$ cat src/rtl/serial_audio_rx.sv
module serial_audio_rx #(
  parameter int SYNC  = 2,
  parameter int OUT_W = 24
) (
  input  logic             clk,
  input  logic             rst_n,
  input  logic             bclk,
  input  logic             fclk,
  input  logic             sdat,
  input  logic [2:0]       fmt,
  output logic [OUT_W-1:0] left,
  output logic [OUT_W-1:0] right,
  output logic             valid
);
  localparam int HALF = 32;
  localparam int CW   = 6;

  logic [SYNC:0]      bclk_p;
  logic [SYNC-1:0]    fclk_p, sdat_p;
  logic [HALF-1:0]    sh;
  logic [CW-1:0]      cnt;
  logic               lr_q, armed, have_l;
  logic [2:0]         fmt_q;
  logic [OUT_W-1:0]   lbuf, w;

  always_ff @(posedge clk or negedge rst_n)
    if (!rst_n) begin
      bclk_p <= '0;
      fclk_p <= '0;
      sdat_p <= '0;
    end else begin
      bclk_p <= {bclk_p[SYNC-1:0], bclk};
      fclk_p <= {fclk_p[SYNC-2:0], fclk};
      sdat_p <= {sdat_p[SYNC-2:0], sdat};
    end

  wire b_now = bclk_p[SYNC-1];
  wire b_old = bclk_p[SYNC];
  wire fs    = fclk_p[SYNC-1];
  wire ds    = sdat_p[SYNC-1];

  wire dsp     = (fmt == 3'd7);
  wire i2s     = (fmt == 3'd3) || (fmt == 3'd4) || (fmt == 3'd5);
  wire smp     = dsp ? (b_old & ~b_now) : (~b_old & b_now);
  wire fmt_chg = (fmt != fmt_q);
  wire edge_lr = (fs != lr_q);
  wire full    = (cnt == CW'(HALF));
  wire half_l  = i2s ? ~lr_q : lr_q;
  wire [HALF-1:0] shn = {sh[HALF-2:0], ds};
  wire [CW-1:0]   cnt_inc = (cnt == {CW{1'b1}}) ? cnt : cnt + CW'(1);

  always_comb
    case (fmt)
      3'd0:    w = {sh[15:0], 8'b0};
      3'd1:    w = {sh[19:0], 4'b0};
      3'd2:    w = sh[23:0];
      3'd3:    w = {sh[30:15], 8'b0};
      3'd4:    w = {sh[30:11], 4'b0};
      3'd5:    w = sh[30:7];
      3'd6:    w = {sh[31:16], 8'b0};
      default: w = {shn[31:16], 8'b0};
    endcase

  always_ff @(posedge clk or negedge rst_n)
    if (!rst_n) begin
      fmt_q  <= '0;
      sh     <= '0;
      cnt    <= '0;
      lr_q   <= 1'b0;
      armed  <= 1'b0;
      have_l <= 1'b0;
      lbuf   <= '0;
      left   <= '0;
      right  <= '0;
      valid  <= 1'b0;
    end else begin
      valid <= 1'b0;
      fmt_q <= fmt;
      if (fmt_chg) begin
        cnt    <= '0;
        armed  <= 1'b0;
        have_l <= 1'b0;
      end else if (smp) begin
        sh   <= shn;
        lr_q <= fs;
        if (dsp) begin
          if (fs && !lr_q) begin
            cnt   <= '0;
            armed <= 1'b1;
          end else begin
            cnt <= cnt_inc;
            if (armed && cnt == CW'(HALF-1)) begin
              left  <= w;
              right <= {shn[15:0], 8'b0};
              valid <= 1'b1;
              armed <= 1'b0;
            end
          end
        end else if (edge_lr) begin
          cnt <= CW'(1);
          if (!full) begin
            have_l <= 1'b0;
          end else if (half_l) begin
            lbuf   <= w;
            have_l <= 1'b1;
          end else begin
            have_l <= 1'b0;
            if (have_l) begin
              left  <= lbuf;
              right <= w;
              valid <= 1'b1;
            end
          end
        end else begin
          cnt <= cnt_inc;
        end
      end
    end
endmodule

$ cat config.mk
export PLATFORM = sky130hd
export DESIGN_NAME = serial_audio_rx
export DESIGN_NICKNAME = d
export VERILOG_FILES = /design/src/rtl/serial_audio_rx.sv
export SDC_FILE = /design/constraint.sdc
export NUM_CORES = 1
export LEC_CHECK = 0
export BUFFER_PORTS_ARGS = -buffer_cell sky130_fd_sc_hd__buf_2
export CAP_MARGIN = 20
export CORE_MARGIN = 8
export CORE_UTILIZATION = 60
export DETAILED_ROUTE_END_ITERATION = 16
export HOLD_SLACK_MARGIN = 0.15
export PLACE_DENSITY_LB_ADDON = 0.3
export SLEW_MARGIN = 20
export SYNTH_ARGS = -nofsm -noshare
export SYNTH_HDL_FRONTEND = slang
export SYNTH_SLANG_ARGS = --single-unit
$ cat constraint.sdc
create_clock -name clk -period 6.9 [get_ports clk]
set_clock_uncertainty 0.15 [all_clocks]
set_input_delay 1.035 -clock clk [delete_from_list [all_inputs] [get_ports clk]]
set_output_delay 1.035 -clock clk [all_outputs]
set_load 0.01 [all_outputs]
Yosys cells after proc, flatten, opt, wreduce, memory -nomap -nowiden
Cells that the tools add are included.
- bitwise operators: 7
- add/subtract/negate cells: 1
- reduce and logical (&&, ||, !) cells: 18
- mux-type cells: 43
- equality and inequality tests: 16
- operators by type and width (kind ; count):
    $mux W24 ; 14
    $pmux W24 S6 ; 1
    $mux W6 ; 6
    $mux W1 ; 22
    $eq A3 B3 Y1 const B ; 4
    $eq A6 B6 Y1 const B ; 2
    $reduce_bool A2 Y1 ; 6
    $reduce_and A8 Y1 ; 1
    $add A6 B1 Y6 const B ; 1
    $eq A3 B2 Y1 const B ; 2
    $eq A6 B5 Y1 const B ; 1
    $reduce_and A3 Y1 ; 2
    $reduce_and A6 Y1 ; 1
    $not A1 Y1 ; 5
    $ne A2 B1 Y1 const B ; 2
    $ne A2 B2 Y1 const B ; 2
    $eq A3 B1 Y1 const B ; 1
    $logic_not A3 Y1 ; 1
    $ne A3 B3 Y1 ; 1
    $reduce_bool A3 Y1 ; 1
    $and A1 B1 Y1 ; 2
    $logic_and A1 B1 Y1 ; 2
    $logic_or A1 B1 Y1 ; 2
    $reduce_and A2 Y1 ; 1
    2 further kinds ; 2
- input port bits: 8
- register bits after elaboration: 124

Logic depth before layout (Yosys ltp)
Gate-level depths: netlist of run 1.
- depth in word-level cells: 10
- depth in mapped cells: 9
- gate-level depth less buffers: 8

Worst setup path before layout of run 1
No wires, ideal clock.
- path type: in2reg
- start: input port fmt[1]
- end: register left[17]
- slack: 3.859 ns
- data required time: 6.625 ns
- arrival: 2.766 ns
- library setup time: 0.125 ns
- stages on the path: 8
- cells stage by stage: buf_6 and3b_1 or3_4 a2111oi_4 o21ai_4 inv_8 buf_12 mux2_4
- cells in the longest elaborated chain, start to end: 6
- elaborated cells between the ends (all ways): 25
- those cells by class: eq/ne: 11; mux: 6; bitwise: 1; reduce/logical: 7
- RTL lines (element ; line ; source):
    start, declared ; 10 ; input logic [2:0] fmt,
    $eq A3 B2 Y1 or $eq A3 B3 Y1 (tied branches) ; 43, 53 ;
    $logic_or A1 B1 Y1 (2 in a row) ; 43 ; wire i2s = (fmt == 3'd3) || (fmt == 3'd4) || (fmt == 3'd5);
    $mux W1 ; 48 ; wire half_l = i2s ? ~lr_q : lr_q;
    $ne A2 B2 Y1 (no source line) ; n/a ;
    $reduce_and A8 Y1 (no source line) ; n/a ;
    end signal, assigned ; 93 ; left <= w;
    end signal, assigned ; 109 ; left <= lbuf;
    end, declared ; 11 ; output logic [OUT_W-1:0] left,
Several ways; a longest one is shown, not always the timed one. The select of a mux whose other input is x is not followed.
A chain may end at the register's enable or synchronous reset.

Worst setup path after layout of run 1
- start: input port fmt[0]
- end: register lbuf[21]
- cells in the longest elaborated chain, start to end: 5
- elaborated cells between the ends (all ways): 17
- those cells by class: eq/ne: 8; mux: 3; bitwise: 2; reduce/logical: 4
- RTL lines (element ; line ; source):
    $eq A3 B2 Y1 or $eq A3 B3 Y1 (tied branches) ; 43, 53 ;
    $logic_or A1 B1 Y1 (2 in a row) ; 43 ;
    $mux W1 ; 48 ;
    $reduce_and A6 Y1 (no source line) ; n/a ;
    end signal, assigned ; 104 ; lbuf <= w;
    end, declared ; 24 ; logic [OUT_W-1:0] lbuf, w;
Several ways; a longest one is shown, not always the timed one.

==> run metrics, run 1 <==
synthesized flop and latch total 124; DRT Pass-1 Iters 5; fmax 259 MHz; leakage power 3.61 nW; setup ws final 3.04 ns; critical path endpoint category register; initial core utilization 61.1%; setup bufs post-CTS 0; worst-skew pair later-pin latency 0.54 ns; Overall Global Routing Usage 23.5%; clock sinks 124; WS Path Type input pin to register; Hold WC Path Type register to register; vias in the first global route 4813; multiplexer share of the synthesized area 22.1%; DR WL met3 1310 um; min Tclk post-route 3.86 ns; share of the cycle needed by the critical path after routing 55.9%; Area Overhead vs Synth 12.9%; CTS max path bufs 2; antenna cells 0; met2 WL 7470 um; first-pass GRT wire length 26800 um; PwrDens 264 nW/um^2; commonest non-fill, non-tap cell in the layout dfrtp_1; antenna violations before repair 0; number of synthesized flops with an enable pin 0; final-report hold violation count 0; Post-Route Utilization 69.0%; DP Worst Slack 2.55 ns; Post-CTS Hold Fix Bufs 0; I/O pin cnt 57; worst rel slew slack 40.4%; total core area 10700 um^2; TNS Setup 0 ns; Placed Cells 739; largest family of logic cells by synthesized area multiplexers; GP Congestion 0.965; CTS root buf clkbuf_8; NumNets Final 629; Die Width 121 um; Post-DRT Antenna Nets 0; Synth Area in Compound Gates 14.7%; fraction of the mapped netlist area in adder cells 0.572%; M1 wire length 7100 um; drt wl/cell 21.2 um; Design Power 1.96 mW; Ys Warns 0; via count 4889; layout cells sized above 1 32.3%; Design Area, Final 7410 um^2; Hold WS 0.197 ns; clock buffer count from CTS 17; XOR/XNOR share of the synthesized area 0.400%; post-synthesis cell type count 57; uppermost routed layer met4; Worst Tran Pin Value 0.892 ns; Syn Inst Count 585; post-cts repair resize count 0; Worst VDD drop 198 uV; FFs w/ async S/R, synth 100%; Seq/Total Area, Yosys 47.3%; post-synthesis simple-gate area fraction 9.79%; WP data arrival 4.12 ns; total grt overflow 0; number of cell rows 38; syn nets 596; crit-path max FO 40; crit path launch type input pin; die area 14500 um^2; final WL 16300 um; dominant synthesized flop cell dfrtp_1; HPWL Detailed 10800 um; Post-Syn Area 6570 um^2; outcome finished clean; chip height 121 um; most frequent cells in the layout 124 x dfrtp_1, 67 x nand2_1, 61 x mux2_2; Pins Over Slew Limit 0; Required @ worst endpoint 7.17 ns; H-tree depth 4; DRC viols 0; Finish-stage setup viols 0; Port Buffers 56; RSZ-0062 raised after global routing no; clock transition at the registers of the reported paths 0.06 ns; routed vias/inst 6.34; initial DRC count 608; CTS tree done; Non-Filler Instances 771; max cap viols 0; Post-Syn Area per Cell 11.2 um^2; largest net degree at the start of global routing 74; Placed Area 6810 um^2
power breakdown:
group	leakage, nW	internal (mW)	switching, mW
Combinational	1.65	0.0916	0.122
Clock	0.292	0.573	0.330
Sequential	1.67	0.761	0.0799
Total	3.61	1.43	0.533
cell families (layout without fill, tap and decap cells):
group / Yosys count / count (layout)
adder cells (fa/ha/maj): 3 / 3
XOR/XNOR: 3 / 3
flip-flops: 124 / 124
multiplexers: 114 / 114
AND/OR/NAND/NOR: 139 / 139
AO/OA/AOI/OAI: 137 / 137
buffers and inverters: 65 / 111
final timing paths:
kind,endpoint,slack [ns],from,depth (start not counted)
setup / recovery,lbuf[21],3.04,fmt[0],7
hold / removal,sdat_p[1],0.20,sdat_p[0],0
setup reg to reg,lbuf[21],4.03,fmt_q[2],5
hold reg to reg,sdat_p[1],0.20,sdat_p[0],0
max in group asynchronous,sh[14],4.90,rst_n,2
min in group asynchronous,right[6],0.35,rst_n,1
synth_stat cells, drive strengths merged, types with 5 or more instances:
library cell  instances  area [um^2]
nor3                  5         25.0
nand2b                6         37.5
nor2b                 9         56.3
a22oi                15          113
nand2                67          251
a21oi                19         95.1
mux2i                12          120
buf                  21          165
nor2                 30          120
mux2                 98         1240
inv                  16         67.6
clkbuf               27          104
dfrtp               124         3100
o221ai                7         61.3
o21ai                38          201
a211oi                5         37.5
a22o                 17          149
nand3                 8         40.0
sequential cells by signal, summed over array words and instances (netlist names), 2 cells and up:
| signal | count |
|---|---|
| right | 24 |
| sh | 32 |
| fclk_p | 2 |
| lbuf | 24 |
| left | 24 |
| sdat_p | 2 |
| bclk_p | 3 |
| cnt | 6 |
| fmt_q | 3 |
critical path, cell delays in order:
cell and delay, ns:
buf_2 0.59, nand3_1 0.14, buf_4 0.27, mux2_2 0.36, nor2_4 0.33, nand4_2 0.76
mux2_2 0.56
area by class of cell:
| class | instances | area (um^2) |
|---|---|---|
| clock buffer | 20 | 445 |
| clock inverter | 12 | 163 |
| fill | 804 | 3330 |
| inverter | 17 | 71.3 |
| multi-input combinational | 396 | 3130 |
| sequential | 124 | 3100 |
| tap | 140 | 175 |
| timing repair buffer | 62 | 328 |
layer usage:
layer | up-vias | GRT usage [%]
met2 | 210 | 35.0
li1 | 2190 | -
met4 | 0 | 9.60
met1 | 2450 | 31.6
met3 | 39 | 6.90
met5 | - | 0
No activity file was read; power rests on OpenSTA's default activity.
==> run 2: changes to the inputs <==
CORE_UTILIZATION = 54   (was 60)
clock period = 3.1 ns   (was 6.9 ns; I/O delays follow)
==> run metrics, run 2 (synthesis gave the netlist of run 1 again) <==
outcome finished clean (unchanged); Worst Tran Pin Value 0.576 ns (was 0.892 ns); Int Power 3.23 mW (was 1.43 mW); min-delay src sdat_p[0] (unchanged); most frequent cells in the layout 124 x dfrtp_1, 67 x nand2_1, 61 x mux2_2 (unchanged); routed vias/inst 6.17 (was 6.34); final WL 17200 um (was 16300 um); Finish-stage setup viols 0 (unchanged); RSZ-0062 raised after global routing no (unchanged); fillers 920 (was 804); r2r startpoint lr_q (was fmt_q[2]); grt met1 use 29.6% (was 31.6%); CP peak stage delay 0.52 ns (was 0.76 ns); final-report hold violation count 0 (unchanged); HPWL Detailed 11400 um (was 10800 um); largest net degree at the start of global routing 81 (was 74); CP Cell Sequence dlygate4sd3_1, buf_2, buf_4, buf_4, mux2_2, a32oi_1, a21boi_0, o21ai_0, mux2_2 (was buf_2, nand3_1, buf_4, mux2_2, nor2_4, nand4_2, mux2_2); layer with the highest usage met2 (unchanged); P_sw 1.15 mW (was 533 uW); Area Overhead vs Synth 15.6% (was 12.9%); total grt overflow 0 (unchanged); leakage power 3.71 nW (was 3.61 nW); Overall Global Routing Usage 22.3% (was 23.5%); Largest Register sh (unchanged); worst rel slew slack 61.6% (was 40.4%); critical path endpoint category register (unchanged); WS Path Type input pin to register (unchanged); Port Buffers 56 (unchanged); via count 4921 (was 4889); die area 15900 um^2 (was 14500 um^2); max reg flops 32 (unchanged); NumNets Final 649 (was 629); chip height 126 um (was 121 um); sequential share of power 42.9% (was 43.0%); number of cell rows 40 (was 38); crit path launch type input pin (unchanged); Worst R2R End left[23] (was lbuf[21]); clock buffer count from CTS 17 (unchanged); r2r setup slk 0.65 ns (was 4.03 ns); clock share of power 45.6% (was 46.1%); commonest non-fill, non-tap cell in the layout dfrtp_1 (unchanged); Post-Route Utilization 63.5% (was 69.0%); clock sinks 124 (unchanged); H-tree depth 4 (unchanged); setup ws final 0.170 ns (was 3.04 ns); DRC viols 0 (unchanged); GP Congestion 0.954 (was 0.965); PwrDens 577 nW/um^2 (was 264 nW/um^2); worst path bufs/invs 4 (was 2); CTS root buf clkbuf_16 (was clkbuf_8); met3 Resource Use GR 4.85% (was 6.90%); Required @ worst endpoint 3.25 ns (was 7.17 ns); clock transition at the registers of the reported paths 0.05 ns (was 0.06 ns); crit-path max FO 45 (was 40); initial DRC count 382 (was 608); I/O pin cnt 57 (unchanged); max cap viols 0 (unchanged); worst-skew pair later-pin latency 0.42 ns (was 0.54 ns); WP data arrival 3.08 ns (was 4.12 ns); initial core utilization 54.9% (was 61.1%); Post-DRT Antenna Nets 0 (unchanged); Pins Over Slew Limit 0 (unchanged); layout cells sized above 1 32.9% (was 32.3%); first-pass GRT wire length 27700 um (was 26800 um); TNS Setup 0 ns (unchanged); total core area 12000 um^2 (was 10700 um^2); CTS tree done (unchanged); fmax 341 MHz; Worst VDD drop 346 uV (was 198 uV); Slowest-stage cell, CP dlygate4sd3_1 (was nand4_2); min Tclk post-route 2.93 ns; antenna cells 0 (unchanged); hold depth 0 (unchanged); antenna violations before repair 0 (unchanged); CTS max path bufs 2 (unchanged); GR met2 Demand/Resource 34.3% (was 35.0%); DP Worst Slack 0.223 ns (was 2.55 ns); DRT Pass-1 Iters 4 (was 5); Hold WC Path Type register to register (unchanged); share of the cycle needed by the critical path after routing 94.5%; switching fraction of total power 26.2% (was 27.2%); vias in the first global route 4972 (was 4813); R2R cell count 8 (was 5); Die Width 126 um (was 121 um); crit-path leading delay family buffers and inverters (was simple AND/OR/NAND/NOR gates); Endpoint, Worst Hold sdat_p[1] (unchanged); Comb power frac 11.4% (was 10.9%); drt wl/cell 21.6 um (was 21.2 um)
==> run 2: routing by layer <==
metal	part of all wire, %	vias to the layer above
met5	0	-
met4	2.7	0
met3	6.5	38
met2	47	188
met1	44	2470
li1	-	2225
==> run 2: power groups by stage <==
stage | sequential, mW | combinational (mW) | clock (mW)
6_report | 1.88 | 0.501 | 2.00
4_1_cts | 1.87 | 0.499 | 2.03
3_3_place_gp | 1.89 | 0.474 | 0
5_1_grt | 1.88 | 0.548 | 2.10
3_5_place_dp | 1.89 | 0.489 | 0
2_1_floorplan | 1.77 | 0.418 | 0
==> run 2: final cells by class <==
| class | instances | area (um^2) | share of cell area [%] |
|---|---|---|---|
| clock buffer | 24 | 482 | 6.35 |
| clock inverter | 7 | 113 | 1.48 |
| inverter | 17 | 76.3 | 1.01 |
| multi-input combinational | 396 | 3130 | 41.2 |
| sequential | 124 | 3100 | 40.9 |
| tap | 147 | 184 | 2.42 |
| timing repair buffer | 82 | 505 | 6.66 |
==> run 2: how the worst max path moves through the flow <==
stage / startpoint / endpoint / slack [ns] / depth (start not counted)
finish: fmt[1] / lbuf[11] / 0.17 / 9
global route: fmt[1] / lbuf[11] / 0.06 / 9
CTS: fmt[2] / left[23] / 0.12 / 8
detailed placement: fmt[2] / left[23] / 0.22 / 7
global placement: fmt[2] / left[23] / 0.29 / 7
floorplan: fmt[1] / left[17] / 0.63 / 8
==> run 2: metrics by stage <==
| step | cell area, um^2 | total power, mW | cells | hold WS (ns) |
|---|---|---|---|---|
| 2_1_floorplan | 6570 | 2.19 | 585 | 0.0194 |
| 3_3_place_gp | 6920 | 2.36 | 759 | 0.186 |
| 3_5_place_dp | 6920 | 2.38 | 759 | 0.186 |
| 4_1_cts | 7580 | 4.39 | 796 | 0.201 |
| 5_1_grt | 7590 | 4.53 | 797 | 0.205 |
| 6_report | 7590 | 4.38 | 797 | 0.199 |
==> run 2: timing repair <==
action                     4_1_cts  5_1_grt
gates resized for setup          0        1
hold endpoints to repair        49        0
hold buffers                     6        0
setup endpoints to repair        0        1
setup buffers                    0        1
==> run 3: changes to the inputs <==
CAP_MARGIN = 10   (was 20)
CORE_UTILIZATION = 60   (was 54)
clock period = 3.4 ns   (was 3.1 ns; I/O delays follow)
==> run metrics, run 3 (synthesis gave the netlist of run 1 again) <==
WP data arrival 3.26 ns (was 3.08 ns); Worst VDD drop 300 uV (was 346 uV); Die Width 121 um (was 126 um); crit-path max FO 60 (was 45); Worst Tran Pin Value 0.747 ns (was 0.576 ns); initial DRC count 592 (was 382); PwrDens 513 nW/um^2 (was 577 nW/um^2); Pins Over Slew Limit 0 (unchanged); TNS Setup 0 ns (unchanged); clock transition at the registers of the reported paths 0.06 ns (was 0.05 ns); via count 4933 (was 4921); sequential share of power 44.2% (was 42.9%); CTS max path bufs 2 (unchanged); critical path endpoint category register (unchanged); crit path launch type input pin (unchanged); I/O pin cnt 57 (unchanged); R2R cell count 8 (unchanged); FF+latch area 3100 um^2 (unchanged); H-tree depth 4 (unchanged); final WL 16100 um (was 17200 um); outcome finished clean (unchanged); setup ws final 0.406 ns (was 0.170 ns); hold depth 0 (unchanged); fillers 774 (was 920); antenna cells 0 (unchanged); total grt overflow 0 (unchanged); CP Cell Sequence dlygate4sd3_1, buf_2, buf_4, inv_1, nor3_2, and4b_1, o21ai_4, inv_8, mux2_2 (was dlygate4sd3_1, buf_2, buf_4, buf_4, mux2_2, a32oi_1, a21boi_0, o21ai_0, mux2_2); Slowest-stage cell, CP dlygate4sd3_1 (unchanged); post-cts repair resize count 0 (unchanged); most frequent cells in the layout 124 x dfrtp_1, 67 x nand2_1, 61 x mux2_2 (unchanged); setup bufs post-CTS 0 (unchanged); initial core utilization 61.1% (was 54.9%); HPWL Detailed 10800 um (was 11400 um); DP Worst Slack 0.481 ns (was 0.223 ns); drt wl/cell 20.5 um (was 21.6 um); DRC viols 0 (unchanged); NumNets Final 643 (was 649); Post-CTS Hold Fix Bufs 7 (was 6); CTS root buf clkbuf_8 (was clkbuf_16); worst-skew pair later-pin latency 0.53 ns (was 0.42 ns); WS Path Type input pin to register (unchanged); P_sw 1.05 mW (was 1.15 mW); vias in the first global route 4880 (was 4972); crit-path leading delay family buffers and inverters (unchanged); Overall Global Routing Usage 22.8% (was 22.3%); die area 14500 um^2 (was 15900 um^2); Required @ worst endpoint 3.67 ns (was 3.25 ns); DRT Pass-1 Iters 6 (was 4); worst path bufs/invs 5 (was 4); routed vias/inst 6.29 (was 6.17); worst rel slew slack 50.1% (was 61.6%); Design Area, Final 7490 um^2 (was 7590 um^2); Finish-stage setup viols 0 (unchanged); GP Congestion 0.902 (was 0.954); Worst R2R End left[23] (unchanged); commonest non-fill, non-tap cell in the layout dfrtp_1 (unchanged); first-pass GRT wire length 25900 um (was 27700 um); r2r setup slk 0.78 ns (was 0.65 ns); max reg flops 32 (unchanged); max cap viols 0 (unchanged); switching fraction of total power 27.3% (was 26.2%); largest net degree at the start of global routing 61 (was 81); CTS tree done (unchanged); r2r startpoint lr_q (unchanged); final-report hold violation count 0 (unchanged); Endpoint, Worst Hold sdat_p[1] (unchanged); Hold WC Path Type register to register (unchanged); fmax 334 MHz; clock share of power 44.1% (was 45.6%); Area Overhead vs Synth 14.1% (was 15.6%); clock sinks 124 (unchanged); min Tclk post-route 2.99 ns; share of the cycle needed by the critical path after routing 88.1%; clock buffer count from CTS 17 (unchanged); Largest Register sh (unchanged); chip height 121 um (was 126 um); Int Power 2.80 mW (was 3.23 mW); number of cell rows 38 (was 40); Post-Route Utilization 69.7% (was 63.5%); Post-DRT Antenna Nets 0 (unchanged); min-delay src sdat_p[0] (unchanged); CP peak stage delay 0.53 ns (was 0.52 ns); antenna violations before repair 0 (unchanged); RSZ-0062 raised after global routing no (unchanged); Placed Area 6870 um^2 (was 6920 um^2); Port Buffers 56 (unchanged); leakage power 3.66 nW (was 3.71 nW); layout cells sized above 1 32.5% (was 32.9%); multi-input logic area 3130 um^2 (unchanged); total core area 10700 um^2 (was 12000 um^2); Comb power frac 11.7% (was 11.4%)
## run 3: cell types whose count changed in the layout (fill, tap and decap cells not counted), moves of 2 or more
cell / previous run / this run
inv_6: 0 / 2
buf_4: 20 / 13
clkbuf_1: 4 / 2
clkinv_2: 3 / 5
## run 3: layout make-up
class,count,area share [%]
multi-input cells,396,41.7
well taps,140,2.34
flip-flops and latches,124,41.4
clock inverters,11,1.59
inverters,17,0.952
repair buffers,76,6.18
clock buffers,20,5.81
## run 3: stage by stage
stage | cells | hold slack [ns] | power, mW
3_5_place_dp | 746 | 0.187 | 2.15
4_1_cts | 784 | 0.200 | 3.85
5_1_grt | 784 | 0.212 | 3.98
3_3_place_gp | 746 | 0.184 | 2.13
2_1_floorplan | 585 | 0.0644 | 1.99
6_report | 784 | 0.198 | 3.85
## run 3: how the worst max path moves through the flow
stage                     startpoint  endpoint  cells past startpoint
final                         fmt[1]  left[23]                      9
after global routing          fmt[1]  left[23]                      9
after CTS                     fmt[1]  left[23]                      9
after detailed placement      fmt[1]  left[23]                      8
after global placement        fmt[1]  left[23]                      8
after floorplan               fmt[1]  left[17]                      8
## run 3: power by group through the flow
stage	Combinational [mW]	Sequential [mW]	Clock, mW
2_1_floorplan	0.381	1.61	0
3_3_place_gp	0.419	1.72	0
3_5_place_dp	0.433	1.72	0
4_1_cts	0.443	1.69	1.72
5_1_grt	0.491	1.71	1.78
6_report	0.449	1.70	1.70
## run 3: metal layers
metal / wire (um) / track usage [%] / part of all wire (%) / up-vias
met5: 0 / 0 / 0 / -
met4: 469 / 10.7 / 2.9 / 0
met3: 1320 / 5.69 / 8.2 / 51
met2: 7480 / 35.2 / 47 / 260
met1: 6790 / 29.6 / 42 / 2402
li1: - / - / - / 2220
## run 3: worst register-to-register path: cells and delay by family (launching register included)
| family | cells | cell delay, ns |
|---|---|---|
| AO/OA/AOI/OAI | 2 | 0.64 |
| buffers and inverters | 3 | 0.51 |
| adder cells (fa/ha/maj) | 1 | 0.29 |
| flip-flops | 1 | 0.38 |
| multiplexers | 1 | 0.41 |
| AND/OR/NAND/NOR | 1 | 0.14 |
